<file path="src/rtl/sram_ctrl_pkg.sv">
// Shared types and helpers for the static RAM byte-lane controller.
// Assumes limits and clock period are given in whole nanoseconds.
package sram_ctrl_pkg;

    typedef enum logic [2:0] {
        ST_IDLE  = 3'd0,
        ST_READ  = 3'd1,
        ST_TURN  = 3'd2,
        ST_WRITE = 3'd3,
        ST_WREC  = 3'd4
    } ctrl_state_e;

    // Round a nanosecond limit up to whole clock cycles, never below one.
    function automatic int unsigned ns_to_cycles(input int unsigned limit_ns,
                                                 input int unsigned period_ns);
        int unsigned c;
        c = (limit_ns + period_ns - 1) / period_ns;
        if (c < 1) c = 1;
        return c;
    endfunction

    function automatic int unsigned max2(input int unsigned a, input int unsigned b);
        return (a > b) ? a : b;
    endfunction

endpackage

</file>
<file path="src/rtl/sram_phase_timer.sv">
// Down-counter that times one access or write phase.
// Loaded with (cycles - 1) on the edge that opens the phase; expired is
// high during the last cycle of the phase. Holds at zero otherwise.
module sram_phase_timer #(
    parameter int unsigned CNT_W = 3
) (
    input  logic             clk,
    input  logic             rst_n,
    input  logic             load,
    input  logic [CNT_W-1:0] load_val,
    output logic             expired
);
    logic [CNT_W-1:0] cnt_q;

    // Count down the remaining cycles of the current phase.
    always_ff @(posedge clk) begin
        if (!rst_n) begin
            cnt_q <= '0;
        end else if (load) begin
            cnt_q <= load_val;
        end else if (cnt_q != '0) begin
            cnt_q <= cnt_q - 1'b1;
        end
    end

    assign expired = (cnt_q == '0);

endmodule

</file>
<file path="src/rtl/sram_float_guard.sv">
// Tracks how long the RAM's outputs have been released after a read.
// arm pulses on the edge that raises output enable; clear goes high once
// HZ_CYC edges have passed with output enable high. Assumes no new read
// starts while the count runs (the controller only reads from idle).
module sram_float_guard #(
    parameter int unsigned HZ_CYC = 2
) (
    input  logic clk,
    input  logic rst_n,
    input  logic arm,
    output logic clear
);
    localparam int unsigned GW = (HZ_CYC > 1) ? $clog2(HZ_CYC) : 1;

    logic [GW-1:0] left_q;

    // Restart the float window at each read end, then run it down.
    always_ff @(posedge clk) begin
        if (!rst_n) begin
            left_q <= '0;
        end else if (arm) begin
            left_q <= GW'(HZ_CYC - 1);
        end else if (left_q != '0) begin
            left_q <= left_q - 1'b1;
        end
    end

    assign clear = (left_q == '0);

endmodule

</file>
<file path="src/rtl/sram_read_merge.sv">
// Builds the returned read word from the RAM input bus.
// A lane whose select is inactive (high) contributes zeros.
module sram_read_merge #(
    parameter int unsigned LANES  = 2,
    parameter int unsigned LANE_W = 8
) (
    input  logic [LANES*LANE_W-1:0] din,
    input  logic [LANES-1:0]        sel_n,
    output logic [LANES*LANE_W-1:0] merged
);
    for (genvar l = 0; l < LANES; l++) begin : g_lane
        // Pass the lane only when its select is active.
        assign merged[l*LANE_W +: LANE_W] = sel_n[l] ? '0 : din[l*LANE_W +: LANE_W];
    end

endmodule

</file>
<file path="src/rtl/sram_lane_ctrl.sv">
// Synchronous controller for an asynchronous 2-lane static RAM.
// One request at a time, taken only while idle. All RAM-side outputs are
// registered. Assumes mem_din is stable by the last access cycle's edge
// when the access limit is met, and that the pads tri-state mem_dout when
// mem_dout_en is low.
module sram_lane_ctrl
    import sram_ctrl_pkg::*;
#(
    parameter int unsigned ADDR_W        = 16,
    parameter int unsigned LANE_W        = 8,
    parameter int unsigned CLK_PERIOD_NS = 8,
    parameter int unsigned T_AA_NS       = 25,
    parameter int unsigned T_WP_NS       = 20,
    parameter int unsigned T_DW_NS       = 15,
    parameter int unsigned T_HZ_NS       = 12
) (
    input  logic                  clk,
    input  logic                  rst_n,
    input  logic                  req_valid,
    input  logic                  req_write,
    input  logic [ADDR_W-1:0]     req_addr,
    input  logic [2*LANE_W-1:0]   req_wdata,
    input  logic [1:0]            req_be,
    output logic                  req_ready,
    output logic                  resp_done,
    output logic [2*LANE_W-1:0]   resp_rdata,
    output logic [ADDR_W-1:0]     mem_addr,
    output logic                  mem_cs_n,
    output logic                  mem_oe_n,
    output logic                  mem_we_n,
    output logic                  mem_lb_n,
    output logic                  mem_ub_n,
    output logic [2*LANE_W-1:0]   mem_dout,
    input  logic [2*LANE_W-1:0]   mem_din,
    output logic                  mem_dout_en
);
    localparam int unsigned LANES   = 2;
    localparam int unsigned DATA_W  = LANES * LANE_W;
    localparam int unsigned AA_CYC  = ns_to_cycles(T_AA_NS, CLK_PERIOD_NS);
    localparam int unsigned WP_CYC  = ns_to_cycles(T_WP_NS, CLK_PERIOD_NS);
    localparam int unsigned DW_CYC  = ns_to_cycles(T_DW_NS, CLK_PERIOD_NS);
    localparam int unsigned HZ_CYC  = ns_to_cycles(T_HZ_NS, CLK_PERIOD_NS);
    // Write strobe covers pulse width and data setup; strobe plus the
    // recovery cycle must also cover the cycle time (equal to access).
    localparam int unsigned WR_CYC  = max2(max2(WP_CYC, DW_CYC), AA_CYC - 1);
    localparam int unsigned PH_MAX  = max2(AA_CYC, WR_CYC);
    localparam int unsigned CNT_W   = $clog2(PH_MAX + 1);

    ctrl_state_e          state_q;
    logic [LANES-1:0]     sel_n_q;
    logic [LANES-1:0]     pend_be_q;
    logic [LANES-1:0]     wr_be;
    logic                 start_rd;
    logic                 start_wr;
    logic                 rd_last;
    logic                 wr_last;
    logic                 ph_load;
    logic [CNT_W-1:0]     ph_val;
    logic                 ph_expired;
    logic                 float_clear;
    logic [DATA_W-1:0]    merged;

    // Decode which phase opens on the coming edge.
    always_comb begin
        wr_be    = (state_q == ST_TURN) ? pend_be_q : req_be;
        start_rd = (state_q == ST_IDLE) && req_valid && !req_write;
        start_wr = float_clear &&
                   (((state_q == ST_IDLE) && req_valid && req_write && (req_be != '0)) ||
                    (state_q == ST_TURN));
        rd_last  = (state_q == ST_READ)  && ph_expired;
        wr_last  = (state_q == ST_WRITE) && ph_expired;
        ph_load  = start_rd || start_wr;
        ph_val   = start_rd ? CNT_W'(AA_CYC - 1) : CNT_W'(WR_CYC - 1);
    end

    sram_phase_timer #(
        .CNT_W    (CNT_W)
    ) u_timer (
        .clk      (clk),
        .rst_n    (rst_n),
        .load     (ph_load),
        .load_val (ph_val),
        .expired  (ph_expired)
    );

    sram_float_guard #(
        .HZ_CYC   (HZ_CYC)
    ) u_guard (
        .clk      (clk),
        .rst_n    (rst_n),
        .arm      (rd_last),
        .clear    (float_clear)
    );

    sram_read_merge #(
        .LANES    (LANES),
        .LANE_W   (LANE_W)
    ) u_merge (
        .din      (mem_din),
        .sel_n    (sel_n_q),
        .merged   (merged)
    );

    // Sequence the RAM strobes, the data drivers and the host response.
    always_ff @(posedge clk) begin
        if (!rst_n) begin
            state_q     <= ST_IDLE;
            mem_addr    <= '0;
            mem_cs_n    <= 1'b1;
            mem_oe_n    <= 1'b1;
            mem_we_n    <= 1'b1;
            sel_n_q     <= '1;
            pend_be_q   <= '0;
            mem_dout    <= '0;
            mem_dout_en <= 1'b0;
            resp_done   <= 1'b0;
            resp_rdata  <= '0;
        end else begin
            resp_done <= 1'b0;
            if (start_wr) begin
                mem_cs_n    <= 1'b0;
                mem_we_n    <= 1'b0;
                sel_n_q     <= ~wr_be;
                mem_dout_en <= 1'b1;
                state_q     <= ST_WRITE;
            end
            case (state_q)
                ST_IDLE: begin
                    if (req_valid) begin
                        if (!req_write) begin
                            mem_addr <= req_addr;
                            mem_cs_n <= 1'b0;
                            mem_oe_n <= 1'b0;
                            sel_n_q  <= ~req_be;
                            state_q  <= ST_READ;
                        end else if (req_be == '0) begin
                            resp_done <= 1'b1;
                        end else begin
                            mem_addr  <= req_addr;
                            mem_dout  <= req_wdata;
                            pend_be_q <= req_be;
                            if (!float_clear) state_q <= ST_TURN;
                        end
                    end
                end
                ST_READ: begin
                    if (rd_last) begin
                        resp_rdata <= merged;
                        mem_cs_n   <= 1'b1;
                        mem_oe_n   <= 1'b1;
                        sel_n_q    <= '1;
                        resp_done  <= 1'b1;
                        state_q    <= ST_IDLE;
                    end
                end
                ST_TURN: begin
                    // start_wr above leaves this state once the float window ends
                end
                ST_WRITE: begin
                    if (wr_last) begin
                        mem_cs_n <= 1'b1;
                        mem_we_n <= 1'b1;
                        sel_n_q  <= '1;
                        state_q  <= ST_WREC;
                    end
                end
                ST_WREC: begin
                    mem_dout_en <= 1'b0;
                    resp_done   <= 1'b1;
                    state_q     <= ST_IDLE;
                end
                default: state_q <= ST_IDLE;
            endcase
        end
    end

    assign req_ready = (state_q == ST_IDLE);
    assign mem_lb_n  = sel_n_q[0];
    assign mem_ub_n  = sel_n_q[1];

endmodule

</file>
<file path="config.mk">
export PLATFORM = sky130hd
export DESIGN_NAME = sram_lane_ctrl
export DESIGN_NICKNAME = d
export VERILOG_FILES = /design/src/rtl/sram_ctrl_pkg.sv /design/src/rtl/sram_phase_timer.sv /design/src/rtl/sram_float_guard.sv /design/src/rtl/sram_read_merge.sv /design/src/rtl/sram_lane_ctrl.sv
export SDC_FILE = /design/constraint.sdc
export NUM_CORES = 1
export LEC_CHECK = 0
export BUFFER_PORTS_ARGS = -buffer_cell sky130_fd_sc_hd__buf_2
export CAP_MARGIN = 20
export CORE_ASPECT_RATIO = 1.2
export CORE_MARGIN = 10
export CORE_UTILIZATION = 25
export CTS_CLUSTER_SIZE = 24
export DETAILED_ROUTE_END_ITERATION = 16
export PLACE_DENSITY = 0.46
export SKIP_CTS_REPAIR_TIMING = 1
export SLEW_MARGIN = 20
export SYNTH_ARGS = -nofsm -noshare
export SYNTH_HDL_FRONTEND = slang
export SYNTH_SLANG_ARGS = --single-unit
</file>
<file path="constraint.sdc">
create_clock -name clk -period 3.7 [get_ports clk]
set_input_delay 0.555 -clock clk [delete_from_list [all_inputs] [get_ports clk]]
set_output_delay 0.555 -clock clk [all_outputs]
set_load 0.01 [all_outputs]
</file>
==> impl_metrics.toml <==
[global_route]
grt_pass1_wl_um = 10800
antenna_found_initial = 0
grt_max_degree = 45
grt_pass1_vias = 2187
grtUsageTotal_pct = 9.77
grt-ovfl-total = 0

[power_and_ir_drop]
p_comb_share_pct = 16.8
powerDensity_nw_per_um2 = 631
p_seq_share_pct = 37.1
switching_share_pct = 26.0
ir_worst_vdd_uv = 259
switching_power_w = 0.000558
power.internal_w = 0.00159
leakage_nw = 1.56
clockPowerShare_pct = 46.1

[sta]
fin_crit_ns = 2.13
setup_tns_ns = 0
slew_violations = 0
fin_skew_ns = 0.00728
tightest_slew_ns = 0.707
finalHoldViolCount = 0
post-route-period-util_pct = 57.5
slew_headroom_pct = 52.9
finalSetupViolCount = 0
max_freq_mhz = 470
hold_ws_ns = 0.433
rsz0062_at_grt = "no"

[drt]
wire_per_inst_um = 14.4
firstDrtPassIters = 4
num_vias = 2066
routed_wirelength_um = 6900
viasPerCell = 4.30
ant_nets = 0
drt-initial-drc-count = 142
route.detailed.drc = 0

[floorplanning]
fp.coreArea_sq_um = 9520
io_pins = 110
rows = 39
die_x_um = 110
die_h_um = 128
start_util_pct = 25.6
die_area_sq_um = 14100

[clock_tree]
clock_path_buffers = 2
clk-insertion-delay-late_ns = 0.33
cts_tree = "done"
path_clk_slew_ns = 0.06
numCtsBuffers = 9
cts_num_sinks = 64
cts-root-buf = "clkbuf_16"
h-tree-depth = 3

[layout]
area_growth_pct = 39.8
drive_gt1_share_pct = 36.4
final-instance-count-excl-fill = 480
fin_nets = 408
antenna_cells = 0

[place]
dp_hpwl_um = 5070
port_buffers = 109
place_inst = 464
place.gp.congestion = 0.770

[synthesis]
synth_common_cells = "dfxtp_1, nand2_1, a21boi_0"
synth_fp_nets = 302
synthArstFlopShare_pct = 0
synthesis.area_sq_um = 2440
synth_area_per_cell_sq_um = 9.91
synth_area_leader_cell = "dfxtp_1"
synth.distinct_cells = 37
yosysTopAreaCellShare_pct = 52.6
synth_edf_count = 0
yosys_warnings = 0
ys_seq_elements = 64
synth.area.top_cells = "dfxtp_1, nand2_1, mux2i_1, a21boi_0, a22o_1"
synth_cells = 246
yosys_most_used_dff = "dfxtp_1"
yosysSeqAreaShare_pct = 52.6
synth.most_common_cell = "dfxtp_1"

[worst_setup_path]
cp_data_arrival_time_ns = 2.39
cp_max_fo = 8
r2r_setup_slack_ns = 1.57
setup.worst_path.end_class = "flop"
crit_required_ns = 3.96
crit_type = "flop to flop"
critPathLaunchType = "flop"

[run_status]
status = "completed"

[run]
maxCapViolCount = 0

[hold_path]
hold_class = "input pin to flop"
-- power groups by stage --
stage	registers, W	logic [W]	clock network (W)
final	0.000798	0.000362	0.000991
after global placement	0.000812	0.000366	0
after detailed placement	0.000813	0.000373	0
after global routing	0.000808	0.000416	0.00106
after floorplan	0.000825	0.000238	0
after CTS	0.000798	0.000374	0.00103
-- worst paths after layout --
| path | start | cells after the start | endpoint |
|---|---|---|---|
| max | u_timer.cnt_q[0]$_SDFFE_PN0P_ | 7 | resp_rdata[15]$_SDFFE_PN0P_ |
| min | mem_din[12] | 2 | resp_rdata[12]$_SDFFE_PN0P_ |
| max reg2reg | u_timer.cnt_q[0]$_SDFFE_PN0P_ | 7 | resp_rdata[15]$_SDFFE_PN0P_ |
| min reg2reg | mem_dout_en$_SDFFE_PP0P_ | 2 | mem_dout_en$_SDFFE_PP0P_ |
-- worst max-delay path: stages, from the launching register on --
cell     delay (ns)
dfxtp_1        0.32
inv_1          0.06
ha_1           0.14
ha_1           0.31
nand2_1        0.14
or3_1          0.42
nor2_1         0.46
a22o_1         0.22
-- layout make-up --
type	instances	area [sq um]
fillers	987	6110
flip-flops and latches	64	1280
multi-input cells	160	1040
repair buffers	110	553
clock buffers	9	225
well taps	123	154
clock inverters	7	128
inverters	7	26.3
-- flip-flops by register name (all words and copies together) (netlist names) --
| signal | flops |
|---|---|
| mem_addr | 16 |
| state_q | 3 |
| resp_rdata | 16 |
| mem_cs_n | 1 |
| mem_dout_en | 1 |
| pend_be_q | 2 |
| mem_we_n | 1 |
| sel_n_q | 2 |
| mem_oe_n | 1 |
| u_timer.cnt_q | 3 |
| u_guard.left_q | 1 |
| mem_dout | 16 |
| resp_done | 1 |
-- cells in the final DEF, fill, tap and decap left out, types with 2 or more instances in the layout --
cell type  count
buf_2        109
dfxtp_1       64
nand2_1       43
a21boi_0      19
nor2b_1       18
a22o_1        16
mux2i_1       16
nor2_1         9
clkbuf_16      9
inv_1          7
o21ai_0        7
nor3_1         3
a21oi_1        3
bufinv_16      3
and2_1         2
a221o_1        2
and3_1         2
ha_1           2
clkinv_4       2
-- stage by stage --
step | util, % | cell area (sq um) | power [W] | setup WS (ns)
2_1_floorplan | - | 2440 | 0.00106 | 1.80
3_3_place_gp | 32.1 | 3050 | 0.00118 | 1.39
3_5_place_dp | 32.1 | 3050 | 0.00119 | 1.41
4_1_cts | 35.8 | 3410 | 0.00220 | 1.55
5_1_grt | 35.8 | 3410 | 0.00229 | 1.37
6_report | 35.8 | 3410 | 0.00215 | 1.57
-- cells by family (layout without fill, tap and decap cells) --
logic type	count (synthesis)	count (layout)	share of synthesized area [%]
and+or+nand+nor	84	84	16.5
DFF	64	64	52.6
AOI/OAI and AO/OA	56	56	17.7
buffers and inverters	22	133	4.77
muxes	17	17	7.03
adders and majority gates	2	2	1.03
xor gates and xnor gates	1	1	0.359
-- metal layers --
layer | GRT usage, % | wire (um)
met5 | 0 | 0
met4 | 3.63 | 74
met3 | 5.08 | 823
met2 | 14.0 | 2920
met1 | 12.2 | 3090
Power figures use the tool's default switching activity.
